File: config.mk
export PLATFORM = sky130hd
export DESIGN_NAME = ecap_walker
export DESIGN_NICKNAME = d
export VERILOG_FILES = /design/src/rtl/ecap_pkg.sv /design/src/rtl/ecap_ptr_check.sv /design/src/rtl/ecap_region_calc.sv /design/src/rtl/ecap_walker.sv
export SDC_FILE = /design/constraint.sdc
export NUM_CORES = 1
export LEC_CHECK = 0
export BUFFER_PORTS_ARGS = -buffer_cell sky130_fd_sc_hd__buf_2
export CORE_UTILIZATION = 51
export DETAILED_ROUTE_END_ITERATION = 6
export PLACE_DENSITY_LB_ADDON = 0.15
export SLEW_MARGIN = 20
export SYNTH_ARGS = -nofsm -noshare
export SYNTH_HDL_FRONTEND = slang
export SYNTH_SLANG_ARGS = --single-unit
File: constraint.sdc
create_clock -name clk -period 3.53 [get_ports clk]
set_input_delay 0.706 -clock clk [delete_from_list [all_inputs] [get_ports clk]]
set_output_delay 0.706 -clock clk [all_outputs]
set_load 0.02 [all_outputs]
File: src/rtl/ecap_pkg.sv
package ecap_pkg;

  localparam int CFG_AW    = 12;
  localparam int DW_AW     = CFG_AW - 2;
  localparam int CFG_BYTES = 1 << CFG_AW;

  localparam logic [CFG_AW-1:0] LIST_HEAD = 12'h100;
  localparam logic [CFG_AW-1:0] PTR_LAST  = 12'hFF8;
  localparam logic [DW_AW-1:0]  HEAD_DW   = LIST_HEAD[CFG_AW-1:2];

  typedef enum logic [1:0] {
    PL_CFG   = 2'd0,
    PL_WMASK = 2'd1,
    PL_W1C   = 2'd2,
    PL_CHECK = 2'd3
  } plane_e;

  typedef enum logic [2:0] {
    ST_IDLE,
    ST_CHECK,
    ST_WAIT,
    ST_DATA,
    ST_NEWHDR,
    ST_FILL,
    ST_FIN
  } walk_state_e;

  typedef struct packed {
    logic [11:0] nxt;
    logic [3:0]  ver;
    logic [15:0] id;
  } hdr_t;

endpackage

File: src/rtl/ecap_ptr_check.sv
module ecap_ptr_check
  import ecap_pkg::*;
(
  input  logic [CFG_AW-1:0] ptr,
  output logic              ok
);

  logic in_low;
  logic in_high;
  logic aligned;

  assign in_low  = (ptr >= LIST_HEAD);
  assign in_high = (ptr <= PTR_LAST);
  assign aligned = (ptr[1:0] == 2'b00);
  assign ok      = in_low && in_high && aligned;

endmodule

File: src/rtl/ecap_region_calc.sv
module ecap_region_calc
  import ecap_pkg::*;
#(
  parameter int SIZE_W = 13
) (
  input  logic [CFG_AW-1:0] base,
  input  logic [SIZE_W-1:0] len,
  output logic              ok,
  output logic [DW_AW-1:0]  first_dw,
  output logic [SIZE_W-1:0] n_dw,
  output logic [3:0]        tail_be
);

  localparam int EW = ((SIZE_W > CFG_AW) ? SIZE_W : CFG_AW) + 1;

  logic [EW-1:0] end_b;
  logic [EW-1:0] rounded;

  assign end_b    = EW'(base) + EW'(len);
  assign rounded  = EW'(len) + EW'(3);
  assign n_dw     = SIZE_W'(rounded >> 2);
  assign first_dw = base[CFG_AW-1:2];

  assign ok = (base >= LIST_HEAD) && (base[1:0] == 2'b00) &&
              (len >= SIZE_W'(8)) && (end_b < EW'(CFG_BYTES));

  for (genvar b = 0; b < 4; b++) begin : g_tail_be
    assign tail_be[b] = (len[1:0] == 2'b00) || (2'(b) < len[1:0]);
  end

endmodule

File: src/rtl/ecap_walker.sv
module ecap_walker
  import ecap_pkg::*;
#(
  parameter int MAX_STEPS = 1024,
  parameter int SIZE_W    = 13
) (
  input  logic              clk,
  input  logic              rst,
  input  logic              cmd_start,
  input  logic              cmd_op,
  input  logic [15:0]       cmd_id,
  input  logic [3:0]        cmd_ver,
  input  logic [11:0]       cmd_off,
  input  logic [SIZE_W-1:0] cmd_size,
  output logic              busy,
  output logic              done,
  output logic              err,
  output logic [11:0]       match_off,
  output logic [11:0]       prev_off,
  output logic              mem_req,
  output logic              mem_we,
  output logic [1:0]        mem_plane,
  output logic [9:0]        mem_addr,
  output logic [3:0]        mem_be,
  output logic [31:0]       mem_wdata,
  input  logic [31:0]       mem_rdata
);

  localparam int STEP_W = $clog2(MAX_STEPS + 1);

  walk_state_e       state;
  plane_e            plane_q;
  logic              op_q;
  logic [15:0]       id_q;
  logic [3:0]        ver_q;
  logic [11:0]       off_q;
  logic [SIZE_W-1:0] size_q;
  logic [11:0]       cur_q;
  logic [11:0]       prv_q;
  logic              head_q;
  logic [STEP_W-1:0] steps_q;
  logic [SIZE_W-1:0] dw_q;

  logic              busy_q, done_q, err_q;
  logic [11:0]       match_q, prev_q;
  logic              mem_req_q, mem_we_q;
  logic [1:0]        mem_plane_q;
  logic [DW_AW-1:0]  mem_addr_q;
  logic [3:0]        mem_be_q;
  logic [31:0]       mem_wdata_q;

  hdr_t              rd_hdr;
  logic              nxt_ok;
  logic              reg_ok;
  logic [DW_AW-1:0]  reg_first;
  logic [SIZE_W-1:0] reg_cnt;
  logic [3:0]        reg_tail_be;
  logic              hit;
  logic              last_dw;

  assign rd_hdr  = hdr_t'(mem_rdata);
  assign hit     = !op_q && (id_q != 16'h0) && (rd_hdr.id == id_q);
  assign last_dw = (dw_q == reg_cnt - SIZE_W'(1));

  ecap_ptr_check u_ptr (
    .ptr (rd_hdr.nxt),
    .ok  (nxt_ok)
  );

  ecap_region_calc #(.SIZE_W(SIZE_W)) u_region (
    .base     (off_q),
    .len      (size_q),
    .ok       (reg_ok),
    .first_dw (reg_first),
    .n_dw     (reg_cnt),
    .tail_be  (reg_tail_be)
  );

  always_ff @(posedge clk) begin
    if (rst) begin
      state       <= ST_IDLE;
      plane_q     <= PL_WMASK;
      op_q        <= 1'b0;
      id_q        <= '0;
      ver_q       <= '0;
      off_q       <= '0;
      size_q      <= '0;
      cur_q       <= '0;
      prv_q       <= '0;
      head_q      <= 1'b0;
      steps_q     <= '0;
      dw_q        <= '0;
      busy_q      <= 1'b0;
      done_q      <= 1'b0;
      err_q       <= 1'b0;
      match_q     <= '0;
      prev_q      <= '0;
      mem_req_q   <= 1'b0;
      mem_we_q    <= 1'b0;
      mem_plane_q <= '0;
      mem_addr_q  <= '0;
      mem_be_q    <= '0;
      mem_wdata_q <= '0;
    end else begin
      mem_req_q <= 1'b0;
      mem_we_q  <= 1'b0;
      done_q    <= 1'b0;
      case (state)
        ST_IDLE: begin
          if (cmd_start) begin
            op_q    <= cmd_op;
            id_q    <= cmd_id;
            ver_q   <= cmd_ver;
            off_q   <= cmd_off;
            size_q  <= cmd_size;
            busy_q  <= 1'b1;
            err_q   <= 1'b0;
            match_q <= '0;
            prev_q  <= '0;
            state   <= ST_CHECK;
          end
        end
        ST_CHECK: begin
          if (!op_q || reg_ok) begin
            mem_req_q   <= 1'b1;
            mem_plane_q <= PL_CFG;
            mem_addr_q  <= HEAD_DW;
            mem_be_q    <= 4'hF;
            cur_q       <= LIST_HEAD;
            prv_q       <= '0;
            head_q      <= 1'b1;
            steps_q     <= '0;
            state       <= ST_WAIT;
          end else begin
            busy_q <= 1'b0;
            done_q <= 1'b1;
            err_q  <= 1'b1;
            state  <= ST_IDLE;
          end
        end
        ST_WAIT: begin
          state <= ST_DATA;
        end
        ST_DATA: begin
          if (op_q && head_q && (off_q == LIST_HEAD)) begin
            mem_req_q   <= 1'b1;
            mem_we_q    <= 1'b1;
            mem_plane_q <= PL_CFG;
            mem_addr_q  <= HEAD_DW;
            mem_be_q    <= 4'hF;
            mem_wdata_q <= {rd_hdr.nxt, ver_q, id_q};
            plane_q     <= PL_WMASK;
            dw_q        <= '0;
            state       <= ST_FILL;
          end else if (head_q && (mem_rdata == 32'h0)) begin
            busy_q <= 1'b0;
            done_q <= 1'b1;
            err_q  <= op_q;
            state  <= ST_IDLE;
          end else if (hit) begin
            match_q <= cur_q;
            prev_q  <= prv_q;
            busy_q  <= 1'b0;
            done_q  <= 1'b1;
            state   <= ST_IDLE;
          end else if (rd_hdr.nxt == 12'h0) begin
            if (!op_q) begin
              prev_q <= cur_q;
              busy_q <= 1'b0;
              done_q <= 1'b1;
              state  <= ST_IDLE;
            end else begin
              mem_req_q   <= 1'b1;
              mem_we_q    <= 1'b1;
              mem_plane_q <= PL_CFG;
              mem_addr_q  <= cur_q[11:2];
              mem_be_q    <= 4'hF;
              mem_wdata_q <= {off_q, mem_rdata[19:0]};
              state       <= ST_NEWHDR;
            end
          end else if (!nxt_ok || (steps_q == STEP_W'(MAX_STEPS - 1))) begin
            busy_q <= 1'b0;
            done_q <= 1'b1;
            err_q  <= 1'b1;
            state  <= ST_IDLE;
          end else begin
            prv_q       <= cur_q;
            cur_q       <= rd_hdr.nxt;
            head_q      <= 1'b0;
            steps_q     <= steps_q + STEP_W'(1);
            mem_req_q   <= 1'b1;
            mem_plane_q <= PL_CFG;
            mem_addr_q  <= rd_hdr.nxt[11:2];
            state       <= ST_WAIT;
          end
        end
        ST_NEWHDR: begin
          mem_req_q   <= 1'b1;
          mem_we_q    <= 1'b1;
          mem_plane_q <= PL_CFG;
          mem_addr_q  <= off_q[11:2];
          mem_be_q    <= 4'hF;
          mem_wdata_q <= {12'h0, ver_q, id_q};
          plane_q     <= PL_WMASK;
          dw_q        <= '0;
          state       <= ST_FILL;
        end
        ST_FILL: begin
          mem_req_q   <= 1'b1;
          mem_we_q    <= 1'b1;
          mem_plane_q <= plane_q;
          mem_addr_q  <= reg_first + DW_AW'(dw_q);
          mem_be_q    <= last_dw ? reg_tail_be : 4'hF;
          mem_wdata_q <= (plane_q == PL_CHECK) ? 32'hFFFF_FFFF : 32'h0;
          if (last_dw) begin
            dw_q <= '0;
            if (plane_q == PL_CHECK) begin
              state <= ST_FIN;
            end else begin
              plane_q <= plane_e'(2'(plane_q) + 2'd1);
            end
          end else begin
            dw_q <= dw_q + SIZE_W'(1);
          end
        end
        ST_FIN: begin
          busy_q <= 1'b0;
          done_q <= 1'b1;
          state  <= ST_IDLE;
        end
        default: state <= ST_IDLE;
      endcase
    end
  end

  assign busy      = busy_q;
  assign done      = done_q;
  assign err       = err_q;
  assign match_off = match_q;
  assign prev_off  = prev_q;
  assign mem_req   = mem_req_q;
  assign mem_we    = mem_we_q;
  assign mem_plane = mem_plane_q;
  assign mem_addr  = mem_addr_q;
  assign mem_be    = mem_be_q;
  assign mem_wdata = mem_wdata_q;

endmodule

# Word-level counts from Yosys, hierarchy flattened

Cells that the tools add are included.

Register bits after elaboration: 177
Word-level logic and storage cells: 246
Bits of input ports: 81

Equal/unequal tests: 37
$lt $le $gt $ge: 9
Mux-type cells: 126
Add/subtract/negate cells: 7
Reduce and logical (&&, ||, !) cells: 44

Operator list:

| operator              | count |
|---|---|
| $mux W12              | 21 |
| $mux W32              | 6 |
| $pmux W12 S2          | 4 |
| $pmux W32 S3          | 1 |
| $mux W10              | 7 |
| $mux W11              | 6 |
| $pmux W10 S4          | 1 |
| $mux W1               | 39 |
| $pmux W13 S3          | 1 |
| $logic_not A32 Y1     | 1 |
| $mux W4               | 7 |
| $ne A3 B3 Y1 const B  | 9 |
| $mux W13              | 2 |
| $ne A2 B2 Y1 const B  | 13 |
| $ge A12 B9 Y1 const B | 2 |
| $mux W2               | 12 |
| $mux W3               | 8 |
| $reduce_and A6 Y1     | 4 |
| $pmux W11 S2          | 1 |
| $pmux W3 S6           | 1 |
| $eq A16 B16 Y1        | 1 |
| $pmux W4 S4           | 1 |
| $reduce_bool A16 Y1   | 1 |
| $add A12 B13 Y14      | 1 |
| other kinds (40)      | 73 |

# Depth between registers and ports, before layout

Gate-level depths: netlist of the first run.

Depth after elaboration: 11
Depth in mapped cells: 14
Mapped depth without buffers: 12

# Hierarchy

From an unflattened synthesis of the first run, not the netlist that was laid out.

Cell total of the unflattened synthesis: 1166
Area total of the unflattened synthesis: 9258.9 sq um

By module, submodules not included:

| module           | area each (sq um) | sequential area each (sq um) | times used | cells each |
|---|---|---|---|---|
| ecap_walker      | 8569.5            | 3543.4                       | 1          | 1069 |
| ecap_region_calc | 655.6             | 0.0                          | 1          | 91 |
| ecap_ptr_check   | 33.8              | 0.0                          | 1          | 6 |

# Worst setup path after synthesis of the first run

OpenSTA, ideal clock, no wires.

Path type: reg-to-reg
Start: reg size_q[0]
End: reg mem_be_q[3], in the netlist mem_be[3]
Required time: 3411 ps
Clock period less this slack: 3285 ps
Arrival time: 3166 ps
Cell stages (with the launch flop): 14
Buffers on the path: 1
Slack: 245 ps
Cells stage by stage: dfxtp_1 -> buf_2 -> inv_1 -> ha_1 -> nor2b_1 -> nand2b_1 -> ha_1 -> xor2_1 -> nand2_1 -> or4_4 -> a2111oi_4 -> o2111ai_2 -> or2_1 -> o221a_1

Longest elaborated chain between the ends: 6
Elaborated cells between the ends (all ways): 16
Those cells by class: add/sub: 3; order compare: 3; eq/ne: 2; mux: 2; reduce/logical: 6

Ends and longest elaborated chain:

| item                                                    | line               | source |
|---|---|---|
| start: declaration                                      | ecap_walker.sv:37  | `logic [SIZE_W-1:0] size_q;` |
| start signal: assignment                                | ecap_walker.sv:115 | `size_q <= cmd_size;` |
| branches (longest 6 deep; another with $add A13 B2 Y14) | n/a                |  |
| end signal: assignment                                  | ecap_walker.sv:213 | `mem_be_q <= last_dw ? reg_tail_be : 4'hF;` |
| end: declaration                                        | ecap_walker.sv:49  | `logic [3:0] mem_be_q;` |

Several ways; the timed one is not identified.
A chain may end at the register's enable or synchronous reset.

# Worst setup path in the final report of the first run

Same ends and word-level chain as after synthesis.

==> results.yml, run 1 <==
timing:
  timing.final.crit_share_pct: 94.1
  period_minus_slack_ns: 3.32
  max_freq_ghz: 0.301
  slew_violations: 0
  setup_slack_ns: 0.207
  tightest_slew_ns: 0.761
  relSlewSlack_pct: 49.3
  tns_ns: 0
  hold_ws_ns: 0.441
  hold_violations: 0
  finalSetupViolCount: 0
  finalClockSkew_ns: 0.0109
  rsz0062_at_grt: "no"
power_and_ir_drop:
  p_leak_nw: 4.55
  total_power_mw: 5.07
  vdd_drop_max_mv: 0.351
  power.density_nw_per_um2: 462
logic_synthesis:
  muxShareOfSynthArea_pct: 2.45
  netlist_area_um2: 9380
  syn_inst: 1168
  yosys.area_share.simple_pct: 22.8
  synth_top_family_by_area: "simple AND/OR/NAND/NOR gates"
  synth_ff_type: "dfxtp_1"
  synth_xor_area_share_pct: 6.40
  ys_ff_latch: 177
  synth-edff-count: 0
  synth_fp_nets: 1277
  synth-adder-area-share_pct: 3.81
  synth_compound_area_share_pct: 21.6
  synth_cell_types: 82
  syn_avg_cell_area_um2: 8.03
  synthArstFlopShare_pct: 0
  ys_warn_count: 0
  ys_seq_area_share_pct: 37.8
route:
  ant_nets: 0
  drt_iter0_drc: 649
  vias: 9061
  wl_per_cell_um: 17.8
  totalWireLength_um: 27400
  routed_via_density: 5.90
  drc: 0
  first_pass_iters: 6
die:
  dieWidth_um: 138
  pin_count: 158
  num_rows: 49
  die_area_um2: 18900
  start_util_pct: 52.0
  die-height_um: 138
  fp.coreArea_um2: 18000
setup_path:
  cp_cell_sequence: "inv_1 -> ha_1 -> and4b_1 -> nand2_2 -> a32o_1 -> nor3b_1 -> or4_4 -> a2111oi_4 -> o2111ai_2 -> or2_1 -> o221a_1"
  crit_fanout: 6
  max_stage_delay_ns: 0.49
  crit_type: "reg2reg"
  critical-path-top-delay-family: "simple AND/OR/NAND/NOR gates"
  crit_buf_inv: 1
  end_kind: "flop"
  cp.arrival_ns: 3.65
  slowest_stage: "or4_4"
  start_kind: "flop"
  required_ns: 3.85
cts:
  clk_path_buf_depth: 2
  cts_tree: "yes"
  clk_pin_slew_ns: 0.07
  numCtsBuffers: 17
  cts-root-buf: "clkbuf_16"
  cts_sinks: 177
  clock_latency_ns: 0.44
  post_cts_buffers: 0
  htreeDepth: 4
  cts_resized: 0
  ctsHoldBuffers: 0
run:
  cap_violations: 0
global_routing:
  grt_max_degree: 49
  grt-ovfl-total: 0
  grt_usage_pct: 29.5
  antenna_found_initial: 1
  grt_pass1_vias: 8184
  grt_pass1_wl_um: 43100
placement:
  port-buffer-count: 157
  place_hpwl_um: 19900
  place_inst: 1505
  routabilityCongestion: 0.890
  pre_cts_slack_ns: 0.259
final_layout:
  drive_gt1_share_pct: 20.1
  area_growth_syn_to_layout_pct: 17.0
  n_antenna_cell: 0
  nNetsFinal: 1404
  stdcell_count: 1537
min_path:
  min_path_type: "reg2reg"
run_status:
  status: "finished clean"
## worst register-to-register path: stages (launching register included)
cell and delay, ns:
dfxtp_1 0.33, inv_1 0.07, ha_1 0.25, and4b_1 0.40, nand2_2 0.14, a32o_1 0.27
nor3b_1 0.15, or4_4 0.49, a2111oi_4 0.34, o2111ai_2 0.24, or2_1 0.30, o221a_1 0.24
## placed cells by master, fill, tap and decap left out, types with 8 or more instances in the layout
cell type	Yosys	final
nand4_1	13	13
buf_2	6	156
clkbuf_16	0	17
mux2i_1	23	23
a221oi_1	22	22
and3_1	8	8
xnor2_1	39	39
nor2_1	113	111
dfxtp_1	177	177
nor3_1	47	47
inv_1	17	17
a22oi_1	15	15
o221a_2	11	11
a21oi_1	129	129
nand3_1	34	34
nor4_1	25	25
o22ai_1	11	11
a21o_1	8	8
buf_4	5	39
or3_1	8	8
xor2_1	25	25
o21ai_0	50	50
ha_1	27	27
nand2_1	167	167
## metal layers
metal | share of wire (%) | vias up | GRT usage, %
met5 | 0.037 | - | 0
met4 | 1.1 | 2 | 8.30
met3 | 9.2 | 31 | 6.40
met2 | 44 | 394 | 45.3
met1 | 46 | 4199 | 41.2
li1 | - | 4435 | -
## final timing paths
path	start	end	slack [ns]	cells past startpoint
max	size_q[0]	mem_be[3]	0.21	11
min reg2reg	steps_q[10]	steps_q[10]	0.44	2
max reg2reg	size_q[0]	mem_be[3]	0.21	11
min	steps_q[10]	steps_q[10]	0.44	2
## logic make-up after synthesis
kind of cell               Yosys count
and+or+nand+nor                    461
muxes                               23
xor gates and xnor gates            66
DFF                                177
buffers and inverters              104
adders and majority gates           28
AOI/OAI and AO/OA                  309
## through the flow
| stage | area, um^2 | util (%) |
|---|---|---|
| 2_1_floorplan | 9380 | - |
| 3_3_place_gp | 10300 | 57.3 |
| 3_5_place_dp | 10300 | 57.3 |
| 4_1_cts | 11000 | 60.9 |
| 5_1_grt | 11000 | 60.9 |
| 6_report | 11000 | 60.9 |
## cell type report
type,count,area [um^2]
Clock buffer,17,425
Clock inverter,15,216
Sequential cell,177,3540
Multi-Input combinational cell,887,5370
Timing Repair Buffer,195,1070
Fill cell,1703,7050
Tap cell,229,287
Inverter,17,63.8
## cells in the mapped netlist (5+ instances only)
| cell | number | area [um^2] |
|---|---|---|
| xor2_1 | 25 | 219 |
| xnor2_1 | 39 | 342 |
| o22ai_1 | 11 | 68.8 |
| o21a_1 | 6 | 45.0 |
| nor4b_1 | 6 | 52.6 |
| ha_1 | 27 | 338 |
| inv_1 | 17 | 63.8 |
| nand4_1 | 13 | 81.3 |
| nor2_1 | 113 | 424 |
| a22oi_1 | 15 | 113 |
| nand2_1 | 167 | 627 |
| o21ai_0 | 50 | 250 |
| nand3_1 | 34 | 170 |
| a221oi_1 | 22 | 193 |
| and3_1 | 8 | 50.1 |
| buf_2 | 6 | 30.0 |
| or2_2 | 5 | 31.3 |
| nor3b_1 | 5 | 37.5 |
| nor4_1 | 25 | 156 |
| o31ai_1 | 5 | 37.5 |
| buf_1 | 5 | 18.8 |
| a21oi_1 | 129 | 646 |
| clkbuf_1 | 64 | 240 |
| nor2b_1 | 6 | 37.5 |
| a21o_1 | 8 | 60.1 |
| dfxtp_1 | 177 | 3540 |
| or3_1 | 8 | 50.1 |
| nand2b_1 | 5 | 31.3 |
| buf_4 | 5 | 37.5 |
| o211ai_1 | 5 | 37.5 |
| o221a_2 | 11 | 124 |
| a31oi_1 | 6 | 37.5 |
| mux2i_1 | 23 | 230 |
| nor3_1 | 47 | 235 |
## flip-flops by register name, indices dropped and copies added (netlist names), 2 cells and up
register	count
plane_q	2
prev_off	12
match_off	12
ver_q	4
mem_plane	2
steps_q	11
state	3
dw_q	13
off_q	12
cur_q	12
prv_q	12
mem_be	4
id_q	16
size_q	13
mem_wdata	32
mem_addr	10
## power by group
| part | switching (mW) | total (mW) | internal [mW] |
|---|---|---|---|
| Clock | 0.901 | 2.05 | 1.15 |
| Combinational | 0.508 | 0.822 | 0.314 |
| Sequential | 0.120 | 2.19 | 2.07 |
No activity file was read; power rests on OpenSTA's default activity.
==> run 2, diff against run 1 <==
--- a/config.mk
+++ b/config.mk
@@ -9,6 +9,7 @@
 export CORE_UTILIZATION = 51
 export DETAILED_ROUTE_END_ITERATION = 6
 export PLACE_DENSITY_LB_ADDON = 0.15
+export RECOVER_POWER = 50
 export SLEW_MARGIN = 20
 export SYNTH_ARGS = -nofsm -noshare
 export SYNTH_HDL_FRONTEND = slang
==> run 2 against run 1 <==
Global-route usage unchanged. Register-to-register slack hardly changed. Utilization decreased by 0.60 points. Cell count stayed put. Die area did not move. Critical path depth unchanged. Power fell by 0.11%. Cell area is 0.99% lower. Sequential power hardly changed. Clock-buffer cell count is the same.
==> results.yml, run 2 (same netlist as run 1, synthesis figures left out) <==
run_status:
  status: "finished clean"
final_layout:
  drive_gt1_share_pct: 14.0
  final_util_pct: 60.3
  most-common-layout-cells: "dfxtp_1, nand2_1, a21oi_1, nor2_1"
  nNetsFinal: 1404
  fillers: 1755
  final_common_cell: "dfxtp_1"
  largest_reg_flops: 32
  n_antenna_cell: 0
  area_growth_syn_to_layout_pct: 15.8
timing:
  finalClockSkew_ns: 0.0101
  tightest_slew_ns: 0.960
  max_freq_ghz: 0.301
  slew_violations: 0
  finalSetupViolCount: 0
  hold_violations: 0
  rsz0062_at_grt: "no"
  timing.final.crit_share_pct: 94.2
  period_minus_slack_ns: 3.33
  relSlewSlack_pct: 36.0
  tns_ns: 0
setup_path:
  crit_type: "reg2reg"
  crit_fanout: 6
  end_kind: "flop"
  cp.arrival_ns: 3.65
  crit-reg2reg-launch: "size_q[0]"
  start_kind: "flop"
  required_ns: 3.86
  worstSetupStartpoint: "size_q[0]"
die:
  die-height_um: 138
  num_rows: 49
  die_area_um2: 18900
  start_util_pct: 52.0
  dieWidth_um: 138
  pin_count: 158
  fp.coreArea_um2: 18000
cts:
  post_cts_buffers: 0
  clk_pin_slew_ns: 0.07
  cts-root-buf: "clkbuf_16"
  clk_path_buf_depth: 2
  cts_sinks: 177
  numCtsBuffers: 17
  clock_latency_ns: 0.44
  cts_tree: "yes"
  cts_resized: 0
  htreeDepth: 4
  ctsHoldBuffers: 0
global_routing:
  grt-ovfl-total: 0
  grt_usage_pct: 29.5
  grt_max_degree: 49
  antenna_found_initial: 1
  grt_pass1_wl_um: 43100
  grt_pass1_vias: 8184
route:
  first_pass_iters: 5
  routed_via_density: 5.91
  totalWireLength_um: 27400
  wl_per_cell_um: 17.8
  drt_iter0_drc: 656
  drc: 0
  vias: 9085
  ant_nets: 0
placement:
  routabilityCongestion: 0.890
  port-buffer-count: 157
  place_hpwl_um: 19900
power_and_ir_drop:
  p_leak_nw: 4.21
  power.density_nw_per_um2: 466
  vdd_drop_max_mv: 0.351
min_path:
  min_path_type: "reg2reg"
  min_from: "steps_q[10]"
run:
  cap_violations: 0
run 2: stage by stage:
stage	instances	hold slack (ns)	power, mW	worst slack (ns)	area [um^2]
after CTS	1537	0.441	5.09	0.226	11000
after detailed placement	1505	0.431	3.05	0.259	10300
after global routing	1537	0.446	5.27	0.0281	10900
after global placement	1505	0.428	3.04	0.324	10300
final	1537	0.441	5.06	0.204	10900
after floorplan	1168	0.417	2.77	0.245	9380
run 2: cell type report:
class | instances | area [um^2] | share of cell area [%]
multi-input cells | 887 | 5360 | 49.4
flip-flops and latches | 177 | 3540 | 32.6
repair buffers | 195 | 967 | 8.90
clock buffers | 17 | 425 | 3.91
well taps | 229 | 287 | 2.64
clock inverters | 15 | 216 | 1.99
inverters | 17 | 63.8 | 0.587
run 2: path summary, 6_finish.rpt:
kind              slack (ns)  cells past startpoint          end
setup / recovery        0.20                     11    mem_be[3]
hold / removal          0.44                      2  steps_q[10]
setup reg to reg        0.20                     11    mem_be[3]
hold reg to reg         0.44                      2  steps_q[10]
run 2: power by group:
part / switching, mW / total, mW / internal, mW
clock network: 0.902 / 2.05 / 1.15
registers: 0.122 / 2.19 / 2.07
logic: 0.508 / 0.814 / 0.306
run 2: critical path: stages (launching register included):
cell	delay (ns)
dfxtp_1	0.33
inv_1	0.07
ha_1	0.25
and4b_1	0.40
nand2_2	0.13
a32o_1	0.27
nor3b_1	0.15
or4_4	0.49
a2111oi_4	0.34
o2111ai_2	0.24
or2_1	0.30
o221a_1	0.24
run 2: per-layer routing:
layer  global-route usage [%]  share of wire (%)  up-vias
li1                         -                  -     4444
met1                     41.2                 46     4228
met2                     45.3                 44      385
met3                     6.40                9.1       26
met4                     8.30                1.1        2
met5                        0              0.036        -
==> run 3, diff against run 2 <==
--- a/config.mk
+++ b/config.mk
@@ -6,7 +6,8 @@
 export NUM_CORES = 1
 export LEC_CHECK = 0
 export BUFFER_PORTS_ARGS = -buffer_cell sky130_fd_sc_hd__buf_2
-export CORE_UTILIZATION = 51
+export CORE_MARGIN = 2
+export CORE_UTILIZATION = 28
 export DETAILED_ROUTE_END_ITERATION = 6
 export PLACE_DENSITY_LB_ADDON = 0.15
 export RECOVER_POWER = 50
==> run 3 against run 2 <==
The flow now finishes with violations (max-capacitance violations, max-slew violations). Combinational power rose by 6.3%. Sequential cell count did not move. Setup slack improved by 0.052 ns. Clock power fell by 8%. Critical path type unchanged. Critical endpoint unchanged. Largest cell class unchanged. Highest routed layer is now met4.
==> results.yml, run 3 (same netlist as run 1, synthesis figures left out) <==
run_status:
  status: "complete, but fails checks"
  violations: "max-capacitance violations, max-slew violations"
setup_path:
  start_kind: "flop"
  end_kind: "flop"
  cp.arrival_ns: 3.62
  r2r_end: "mem_be[3]"
  crit-reg2reg-launch: "size_q[4]"
  crit_fanout: 13
  required_ns: 3.88
  rrSetupSlack_ns: 0.26
  crit_type: "reg2reg"
  rr_worst_depth: 9
cts:
  clock_latency_ns: 0.45
  cts_tree: "yes"
  clk_path_buf_depth: 2
  htreeDepth: 4
  clk_pin_slew_ns: 0.07
  numCtsBuffers: 17
  cts-root-buf: "clkbuf_16"
  cts_sinks: 177
  post_cts_buffers: 0
final_layout:
  final_common_cell: "dfxtp_1"
  most-common-layout-cells: "dfxtp_1, nand2_1, a21oi_1, nor2_1, clkbuf_1"
  drive_gt1_share_pct: 14.3
  stdcell_count: 1763
  largest_reg_flops: 32
  nNetsFinal: 1407
  final_cell_area_um2: 11100
  area_growth_syn_to_layout_pct: 18.8
timing:
  relSlewSlack_pct: -16.6
  period_minus_slack_ns: 3.27
  finalSetupViolCount: 0
  hold_violations: 0
  slew_violations: 64
  rsz0062_at_grt: "no"
  max_freq_ghz: 0.305
  setup_slack_ns: 0.256
  finalClockSkew_ns: 0.0124
  tns_ns: 0
  timing.final.crit_share_pct: 92.8
  hold_ws_ns: 0.439
  tightest_slew_ns: 1.75
route:
  wl_per_cell_um: 18.9
  drt_iter0_drc: 607
  ant_nets: 0
  totalWireLength_um: 33200
  routed_via_density: 5.12
  routed.top_layer: "met4"
  dr_wl_met3_um: 1560
  wl_met1_um: 16500
  first_pass_iters: 4
  drc: 0
  vias: 9030
  wl_met2_um: 14500
die:
  start_util_pct: 28.2
  dieWidth_um: 187
  die-height_um: 187
  fp.coreArea_um2: 33300
  pin_count: 158
  num_rows: 67
  die_area_um2: 35000
placement:
  place_hpwl_um: 24500
  port-buffer-count: 157
  place_area_um2: 10700
  routabilityCongestion: 0.845
  place_inst: 1727
  pre_cts_slack_ns: 0.247
min_path:
  min_path_type: "reg2reg"
  hold_depth: 2
  whs_endpoint: "steps_q[10]"
  min_from: "steps_q[10]"
global_routing:
  grt-ovfl-total: 0
  grt_max_degree: 68
  antenna_found_initial: 5
  grt_pass1_vias: 8653
  grt_pass1_wl_um: 51500
  grt_usage_pct: 18.9
power_and_ir_drop:
  p_leak_nw: 4.20
  vdd_drop_max_mv: 0.349
  power.density_nw_per_um2: 443
run:
  cap_violations: 2
==> run 3: timing repair <==
action,CTS,global route
endpoints found under the setup margin,0,13
hold buffers,0,0
gates resized for setup,0,3
==> run 3: where the power goes <==
part | switching [mW] | internal (mW) | leakage (nW)
logic | 0.548 | 0.317 | 2.49
clock network | 0.901 | 0.977 | 0.274
registers | 0.123 | 2.07 | 1.44
==> run 3: metal layers <==
metal  vias to the layer above  GRT usage (%)
met5                         -              0
met4                         0           5.74
met3                        40           4.26
met2                       224           28.7
met1                      4290           26.7
li1                       4476              -
==> run 3: how the worst max path moves through the flow <==
stage | startpoint | depth (start not counted) | slack, ns | endpoint
6_report | size_q[4] | 9 | 0.26 | mem_be[3]
3_3_place_gp | size_q[0] | 12 | 0.31 | mem_be[3]
2_1_floorplan | size_q[0] | 13 | 0.24 | mem_be[3]
3_5_place_dp | size_q[4] | 9 | 0.25 | mem_be[3]
4_1_cts | size_q[4] | 9 | 0.24 | mem_be[3]
5_1_grt | size_q[1] | 10 | 0.01 | mem_be[3]
==> run 3: through the flow <==
stage / total power [mW] / utilization (%)
after floorplan: 2.77 / -
after global placement: 3.10 / 32.0
after detailed placement: 3.10 / 32.0
after CTS: 5.00 / 33.7
after global routing: 5.18 / 33.5
final: 4.94 / 33.5
==> run 3: area by class of cell <==
cell class	count	area (um^2)
clock inverter	11	98.8
antenna	4	10.0
multi-input combinational	887	5380
inverter	17	63.8
tap	448	561
clock buffer	21	470
fill	3680	22100
timing repair buffer	198	1020
sequential	177	3540
==> run 3: critical path: stages (launching register included) <==
cell,delay [ns]
dfxtp_1,0.64
o2111ai_2,0.32
mux2i_1,0.31
a22oi_1,0.22
a311o_1,0.39
or3_1,0.34
a21oi_2,0.24
o2111ai_4,0.16
or2_1,0.29
o221a_1,0.24
